==> config.mk <==
export PLATFORM = sky130hd
export DESIGN_NAME = dac_seq_top
export DESIGN_NICKNAME = d
export VERILOG_FILES = /design/src/rtl/dac_seq_pkg.sv /design/src/rtl/dac_spi_frame.sv /design/src/rtl/dac_load_strobe.sv /design/src/rtl/dac_seq_top.sv
export SDC_FILE = /design/constraint.sdc
export NUM_CORES = 1
export LEC_CHECK = 0
export ABC_AREA = 1
export ABC_CLOCK_PERIOD_IN_PS = 4920
export BUFFER_PORTS_ARGS = -buffer_cell sky130_fd_sc_hd__buf_4
export CORE_UTILIZATION = 59
export DETAILED_ROUTE_END_ITERATION = 12
export GPL_TIMING_DRIVEN = 0
export PLACE_DENSITY = 0.85
export SLEW_MARGIN = 20
export SYNTH_ARGS = -nofsm -noshare
export SYNTH_HDL_FRONTEND = slang
export SYNTH_HIERARCHICAL = 1
export SYNTH_SLANG_ARGS = --single-unit
export TNS_END_PERCENT = 50
==> constraint.sdc <==
create_clock -name clk -period 4.92 [get_ports clk]
set_input_delay 0.738 -clock clk [delete_from_list [all_inputs] [get_ports clk]]
set_output_delay 0.738 -clock clk [all_outputs]
set_load 0.005 [all_outputs]
==> src/rtl/dac_seq_pkg.sv <==
package dac_seq_pkg;
  localparam int DATA_W  = 12;
  localparam int CMD_W   = 4;
  localparam int FRAME_W = DATA_W + CMD_W;

  // Round a nanosecond figure up to whole clock cycles (at least one).
  function automatic int ns_to_cycles(input int ns, input int clk_ns);
    int c;
    c = (ns + clk_ns - 1) / clk_ns;
    return (c < 1) ? 1 : c;
  endfunction

  // Keep a requested channel count inside 1..max_ch.
  function automatic int clamp_count(input int req, input int max_ch);
    if (req < 1) return 1;
    if (req > max_ch) return max_ch;
    return req;
  endfunction

  // Command word: output select, unbuffered, unity gain, active.
  function automatic logic [FRAME_W-1:0] build_word(input logic sel_b,
                                                     input logic [DATA_W-1:0] val);
    return {sel_b, 1'b0, 1'b1, 1'b1, val};
  endfunction
endpackage

==> src/rtl/dac_spi_frame.sv <==
module dac_spi_frame #(
  parameter int FRAME_W  = 16,
  parameter int HALF_DIV = 2
) (
  input  logic               clk,
  input  logic               rst_n,
  input  logic               go,
  input  logic [FRAME_W-1:0] word,
  output logic               active,
  output logic               fin,
  output logic               sclk,
  output logic               mosi
);
  localparam int DIV_W = $clog2(HALF_DIV) + 1;
  localparam int BIT_W = $clog2(FRAME_W) + 1;

  logic [FRAME_W-1:0] shreg;
  logic [DIV_W-1:0]   div_q;
  logic [BIT_W-1:0]   bit_q;
  logic               half_tick;
  logic               last_bit;

  assign half_tick = (div_q == DIV_W'(HALF_DIV - 1));
  assign last_bit  = (bit_q == BIT_W'(FRAME_W - 1));
  assign mosi      = shreg[FRAME_W-1];

  always_ff @(posedge clk or negedge rst_n) begin
    if (!rst_n) begin
      active <= 1'b0;
      fin    <= 1'b0;
      sclk   <= 1'b0;
      shreg  <= '0;
      div_q  <= '0;
      bit_q  <= '0;
    end else begin
      fin <= 1'b0;
      if (!active) begin
        if (go) begin
          active <= 1'b1;
          shreg  <= word;
          sclk   <= 1'b0;
          div_q  <= '0;
          bit_q  <= '0;
        end
      end else if (!half_tick) begin
        div_q <= div_q + 1'b1;
      end else begin
        div_q <= '0;
        if (!sclk) begin
          sclk <= 1'b1;
        end else begin
          sclk <= 1'b0;
          if (last_bit) begin
            active <= 1'b0;
            fin    <= 1'b1;
          end else begin
            shreg <= {shreg[FRAME_W-2:0], 1'b0};
            bit_q <= bit_q + 1'b1;
          end
        end
      end
    end
  end


  mosi_stable_chk: assert property (@(posedge clk) disable iff (!rst_n)
    (sclk && $past(sclk)) |-> $stable(mosi));

  frame_end_low_chk: assert property (@(posedge clk) disable iff (!rst_n)
    $fell(active) |-> !sclk);
endmodule

==> src/rtl/dac_load_strobe.sv <==
module dac_load_strobe #(
  parameter int SETUP_CYC = 4,
  parameter int PULSE_CYC = 10
) (
  input  logic clk,
  input  logic rst_n,
  input  logic go,
  output logic ldac_n,
  output logic fin
);
  localparam int MAXC  = (SETUP_CYC > PULSE_CYC) ? SETUP_CYC : PULSE_CYC;
  localparam int CNT_W = $clog2(MAXC + 1) + 1;

  typedef enum logic [1:0] {LS_IDLE, LS_SETUP, LS_LOW} ls_t;
  ls_t              st;
  logic [CNT_W-1:0] cnt;

  assign ldac_n = (st != LS_LOW);

  always_ff @(posedge clk or negedge rst_n) begin
    if (!rst_n) begin
      st  <= LS_IDLE;
      cnt <= '0;
      fin <= 1'b0;
    end else begin
      fin <= 1'b0;
      case (st)
        LS_IDLE: if (go) begin
          st  <= LS_SETUP;
          cnt <= '0;
        end
        LS_SETUP: if (cnt == CNT_W'(SETUP_CYC - 1)) begin
          st  <= LS_LOW;
          cnt <= '0;
        end else cnt <= cnt + 1'b1;
        default: if (cnt == CNT_W'(PULSE_CYC - 1)) begin
          st  <= LS_IDLE;
          fin <= 1'b1;
        end else cnt <= cnt + 1'b1;
      endcase
    end
  end


  strobe_min_width_chk: assert property (@(posedge clk) disable iff (!rst_n)
    $fell(ldac_n) |=> (PULSE_CYC < 2) || !ldac_n);
endmodule

==> src/rtl/dac_seq_top.sv <==
module dac_seq_top
  import dac_seq_pkg::*;
#(
  parameter int N_CHIPS  = 2,
  parameter int CLK_NS   = 10,
  parameter int SETUP_NS = 40,
  parameter int PULSE_NS = 100,
  parameter int HALF_DIV = 2,
  parameter int CNT_W    = $clog2(2 * N_CHIPS + 1) + 1
) (
  input  logic                           clk,
  input  logic                           rst_n,
  input  logic                           start,
  input  logic                           latch_req,
  input  logic [CNT_W-1:0]               chan_count,
  input  logic [2*N_CHIPS*DATA_W-1:0]    samples,
  output logic                           busy,
  output logic                           done,
  output logic                           sclk,
  output logic                           mosi,
  output logic [N_CHIPS-1:0]             cs_n,
  output logic                           ldac_n
);
  localparam int N_CH      = 2 * N_CHIPS;
  localparam int SETUP_CYC = ns_to_cycles(SETUP_NS, CLK_NS);
  localparam int PULSE_CYC = ns_to_cycles(PULSE_NS, CLK_NS);

  typedef enum logic [2:0] {S_IDLE, S_LOAD, S_WAIT, S_LATCH, S_DONE} st_t;
  st_t              st;
  logic [CNT_W-1:0] cnt_q, idx_q;
  logic             lat_q;

  logic               tx_go, tx_active, tx_fin;
  logic               ls_go, ls_fin;
  logic               last_frame;
  logic [CNT_W-1:0]   chip_sel;
  logic [DATA_W-1:0]  cur_val;
  logic [FRAME_W-1:0] cur_word;

  assign tx_go      = (st == S_LOAD);
  assign last_frame = (idx_q + 1'b1 == cnt_q);
  assign ls_go      = (st == S_WAIT) && tx_fin && last_frame && lat_q;
  assign chip_sel   = idx_q >> 1;
  assign cur_val    = samples[int'(idx_q) * DATA_W +: DATA_W];
  assign cur_word   = build_word(idx_q[0], cur_val);
  assign busy       = (st != S_IDLE);
  assign done       = (st == S_DONE);

  always_ff @(posedge clk or negedge rst_n) begin
    if (!rst_n) begin
      st    <= S_IDLE;
      cnt_q <= '0;
      idx_q <= '0;
      lat_q <= 1'b0;
    end else begin
      case (st)
        S_IDLE: if (start) begin
          cnt_q <= CNT_W'(clamp_count(int'(chan_count), N_CH));
          idx_q <= '0;
          lat_q <= latch_req;
          st    <= S_LOAD;
        end
        S_LOAD: st <= S_WAIT;
        S_WAIT: if (tx_fin) begin
          if (!last_frame) begin
            idx_q <= idx_q + 1'b1;
            st    <= S_LOAD;
          end else st <= lat_q ? S_LATCH : S_DONE;
        end
        S_LATCH: if (ls_fin) st <= S_DONE;
        default: st <= S_IDLE;
      endcase
    end
  end

  for (genvar k = 0; k < N_CHIPS; k++) begin : g_cs
    assign cs_n[k] = !(tx_active && (chip_sel == CNT_W'(k)));
  end

  dac_spi_frame #(.FRAME_W(FRAME_W), .HALF_DIV(HALF_DIV)) u_frame (
    .clk(clk), .rst_n(rst_n), .go(tx_go), .word(cur_word),
    .active(tx_active), .fin(tx_fin), .sclk(sclk), .mosi(mosi));

  dac_load_strobe #(.SETUP_CYC(SETUP_CYC), .PULSE_CYC(PULSE_CYC)) u_strobe (
    .clk(clk), .rst_n(rst_n), .go(ls_go), .ldac_n(ldac_n), .fin(ls_fin));


  one_select_chk: assert property (@(posedge clk) disable iff (!rst_n)
    $onehot0(~cs_n));

  strobe_no_overlap_chk: assert property (@(posedge clk) disable iff (!rst_n)
    !ldac_n |-> (&cs_n));

  idle_quiet_chk: assert property (@(posedge clk) disable iff (!rst_n)
    !busy |-> ((&cs_n) && ldac_n && !sclk));

  no_latch_strobe_chk: assert property (@(posedge clk) disable iff (!rst_n)
    (busy && !lat_q) |-> ldac_n);

  done_single_chk: assert property (@(posedge clk) disable iff (!rst_n)
    done |=> !done);
endmodule

==> run metrics <==
H-tree levels=2; Slew Limit Fails=0; Worst Tran Pin Value=0.568 ns; Final HPWL DP=5290 um; final cell count without fillers=553; num ports=63; Final min period=2.20 ns; pin count of the biggest net entering global routing=47; register-to-register setup slack=2.91 ns; gr usage total=28.3%; Max-cap violations=0; Critical Path Source=idx_q[1]; R2R Path End=u_strobe/cnt[4]; initial antenna violation count=0; slowest library cell on the worst path=dfrtp_1; post-synthesis register bit count=46; P per Cell Area=187 nW/um^2; Root Driver=clkbuf_8; Max FO, Critical Path=10; Critical Path RT=4.18 ns; via count=2,924; initial DRC count=179; Max Fclk=454 MHz; Final period util=44.8%; synthesized area=3020 um^2; CORE AREA=4820 um^2; die width=73.5 um; post-route cell area=3670 um^2; Nets=546; DRT Pass-1 Iters=4; FF-to-FF Start=idx_q[0]; post-CTS setup buffer count=0; die span in y=73.5 um; status=complete, no violations; CP cell instances=buf_4, inv_1, buf_2, nand3_1, buf_4; leakage=1.87 nW; setup tns final=0 ns; Cell Rows=25; Seq/Total Area, Yosys=38.1%; Final WS setup=2.72 ns; worst vdd ir=0.191 mV; Syn Inst Count=415; Place WS=2.96 ns; slowest stage delay, CP=0.40 ns; placed cells=545; Setup CP Type=flop to output pin; Post-CTS Hold Fix Bufs=0; post-CTS sizing=0; Routed Antenna Nets=0; Filler Cell Count=394; CTS tree=yes; hold_ws=0.423 ns; clock-pin slew on the worst setup and hold paths=0.09 ns; vias per cell=5.29; Slew HR=62.2%; GR Overflow Total=0; CP dominant cell by count=buf_4; clock insertion delay at the later pin of the skew report=0.31 ns; YS warnings=6; DR WL/cell=12.9 um; die area=5410 um^2; maximum root-to-sink buffer count=2; starting density of the core=62.7%; global placer's final weighted congestion=0.837; RSZ-0062 raised after global routing=false; layout cells sized above 1=29.4%; PortBufs=62; CP Launch Type=flop; vias in the first global route=2,821; Data arrival, critical path=1.47 ns; TritonCTS Buffers=5; DRC errors left=0; mean post-synth cell area=7.28 um^2; Layout area overhead=21.5%; Cell Area, Placed=3570 um^2; Fin Clk Skew=0.0124 ns; final WL=7150 um; Critical Path Sink=cs_n[0]; Hold/Removal Path Class=primary input to asynchronous set/reset pin; Worst R2R Path Depth=13; CP Capture Type=output pin; Setup-failing EPs final=0; final hold violation count=0; first-pass GRT wire length=11,800 um; Clock Sinks=46; number of distinct library cells after synthesis=31; Antenna diodes=0
==> through the flow <==
stage	total power, mW	utilization (%)
2_1_floorplan	0.403	-
3_3_place_gp	0.445	74.2
3_5_place_dp	0.447	74.2
4_1_cts	0.696	76.1
5_1_grt	0.715	76.1
6_report	0.687	76.1
==> layer usage <==
layer  part of all wire, %  track usage [%]
met5                     0                0
met4                   1.7             9.83
met3                   5.1             5.35
met2                    51             52.6
met1                    42             32.2
==> cell usage after synthesis, drive strengths merged <==
cell type | number | area share, %
xor2 | 1 | 0.29
nand4 | 7 | 1.7
nor3 | 3 | 0.66
ha | 5 | 2.1
nand2 | 92 | 13
a21oi | 17 | 2.8
nor2 | 69 | 9.4
buf | 14 | 4.0
nand3b | 1 | 0.37
a21boi | 1 | 0.25
nand3 | 25 | 4.9
or2 | 18 | 3.7
inv | 40 | 5.0
clkbuf | 5 | 0.66
conb | 2 | 0.25
dfrtp | 46 | 38
o21ai | 69 | 13
==> state kept, by name (all words and copies together), names as in the netlist <==
name	cells
u_frame/div_q	2
idx_q	4
u_strobe/st	2
u_frame/active	1
u_strobe/cnt	5
cnt_q	4
u_strobe/fin	1
u_frame/sclk	1
u_frame/fin	1
u_frame/bit_q	5
lat_q	1
u_frame/shreg	16
st	3
==> placed cells by master, fill, tap and decap left out, types with 3 or more instances in the layout <==
cell type / count
or2_2: 18
buf_6: 6
buf_2: 3
ha_1: 5
nand4_1: 6
nor2_1: 65
nand2_2: 6
inv_1: 31
inv_2: 9
clkbuf_1: 5
o21ai_0: 43
nand3_1: 22
dfrtp_1: 46
o21ai_1: 14
nand2_1: 82
nor2_4: 3
conb_1: 3
buf_4: 67
nand2_4: 4
clkbuf_8: 6
a21oi_1: 17
o21ai_2: 12
==> report_power, final <==
group | switching (mW) | internal, mW | total, mW | leakage [nW]
sequential | 0 | 0.378 | 0.378 | 0.538
combinational | 0.0235 | 0.0374 | 0.0610 | 1.28
clock | 0.133 | 0.116 | 0.249 | 0.0489
total | 0.156 | 0.531 | 0.687 | 1.87
==> critical path, delay by kind of cell (launching register included) <==
kind,cells,cell delay [ns]
buffers and inverters,4,0.66
DFF,1,0.40
and+or+nand+nor,1,0.11
==> cell type report <==
class	count	area (um^2)	area share (%)
timing repair buffer	62	465	12.7
inverter	40	150	4.09
clock inverter	1	8.76	0.239
buffer	19	140	3.82
clock buffer	7	86.3	2.35
multi-input combinational	311	1580	43.1
sequential	46	1150	31.4
tap	67	83.8	2.29
==> worst min-delay path by stage <==
stage | end | slack (ns) | cells after the start
6_report | u_frame/shreg[8] | 0.42 | 1
5_1_grt | u_frame/shreg[8] | 0.47 | 1
4_1_cts | u_frame/bit_q[0] | 0.44 | 1
3_5_place_dp | u_frame/shreg[1] | 0.46 | 2
3_3_place_gp | u_frame/shreg[1] | 0.46 | 2
2_1_floorplan | cnt_q[0] | 0.44 | 0
==> cells by family after synthesis <==
family,after synthesis,synth area share (%)
compound gates,87,16.0
xor+xnor,1,0.290
fa+ha+maj,5,2.07
flops,46,38.1
buf+inv,59,9.61
other cells,2,0.249
simple gates,215,33.7
No activity file was read; power rests on OpenSTA's default activity.
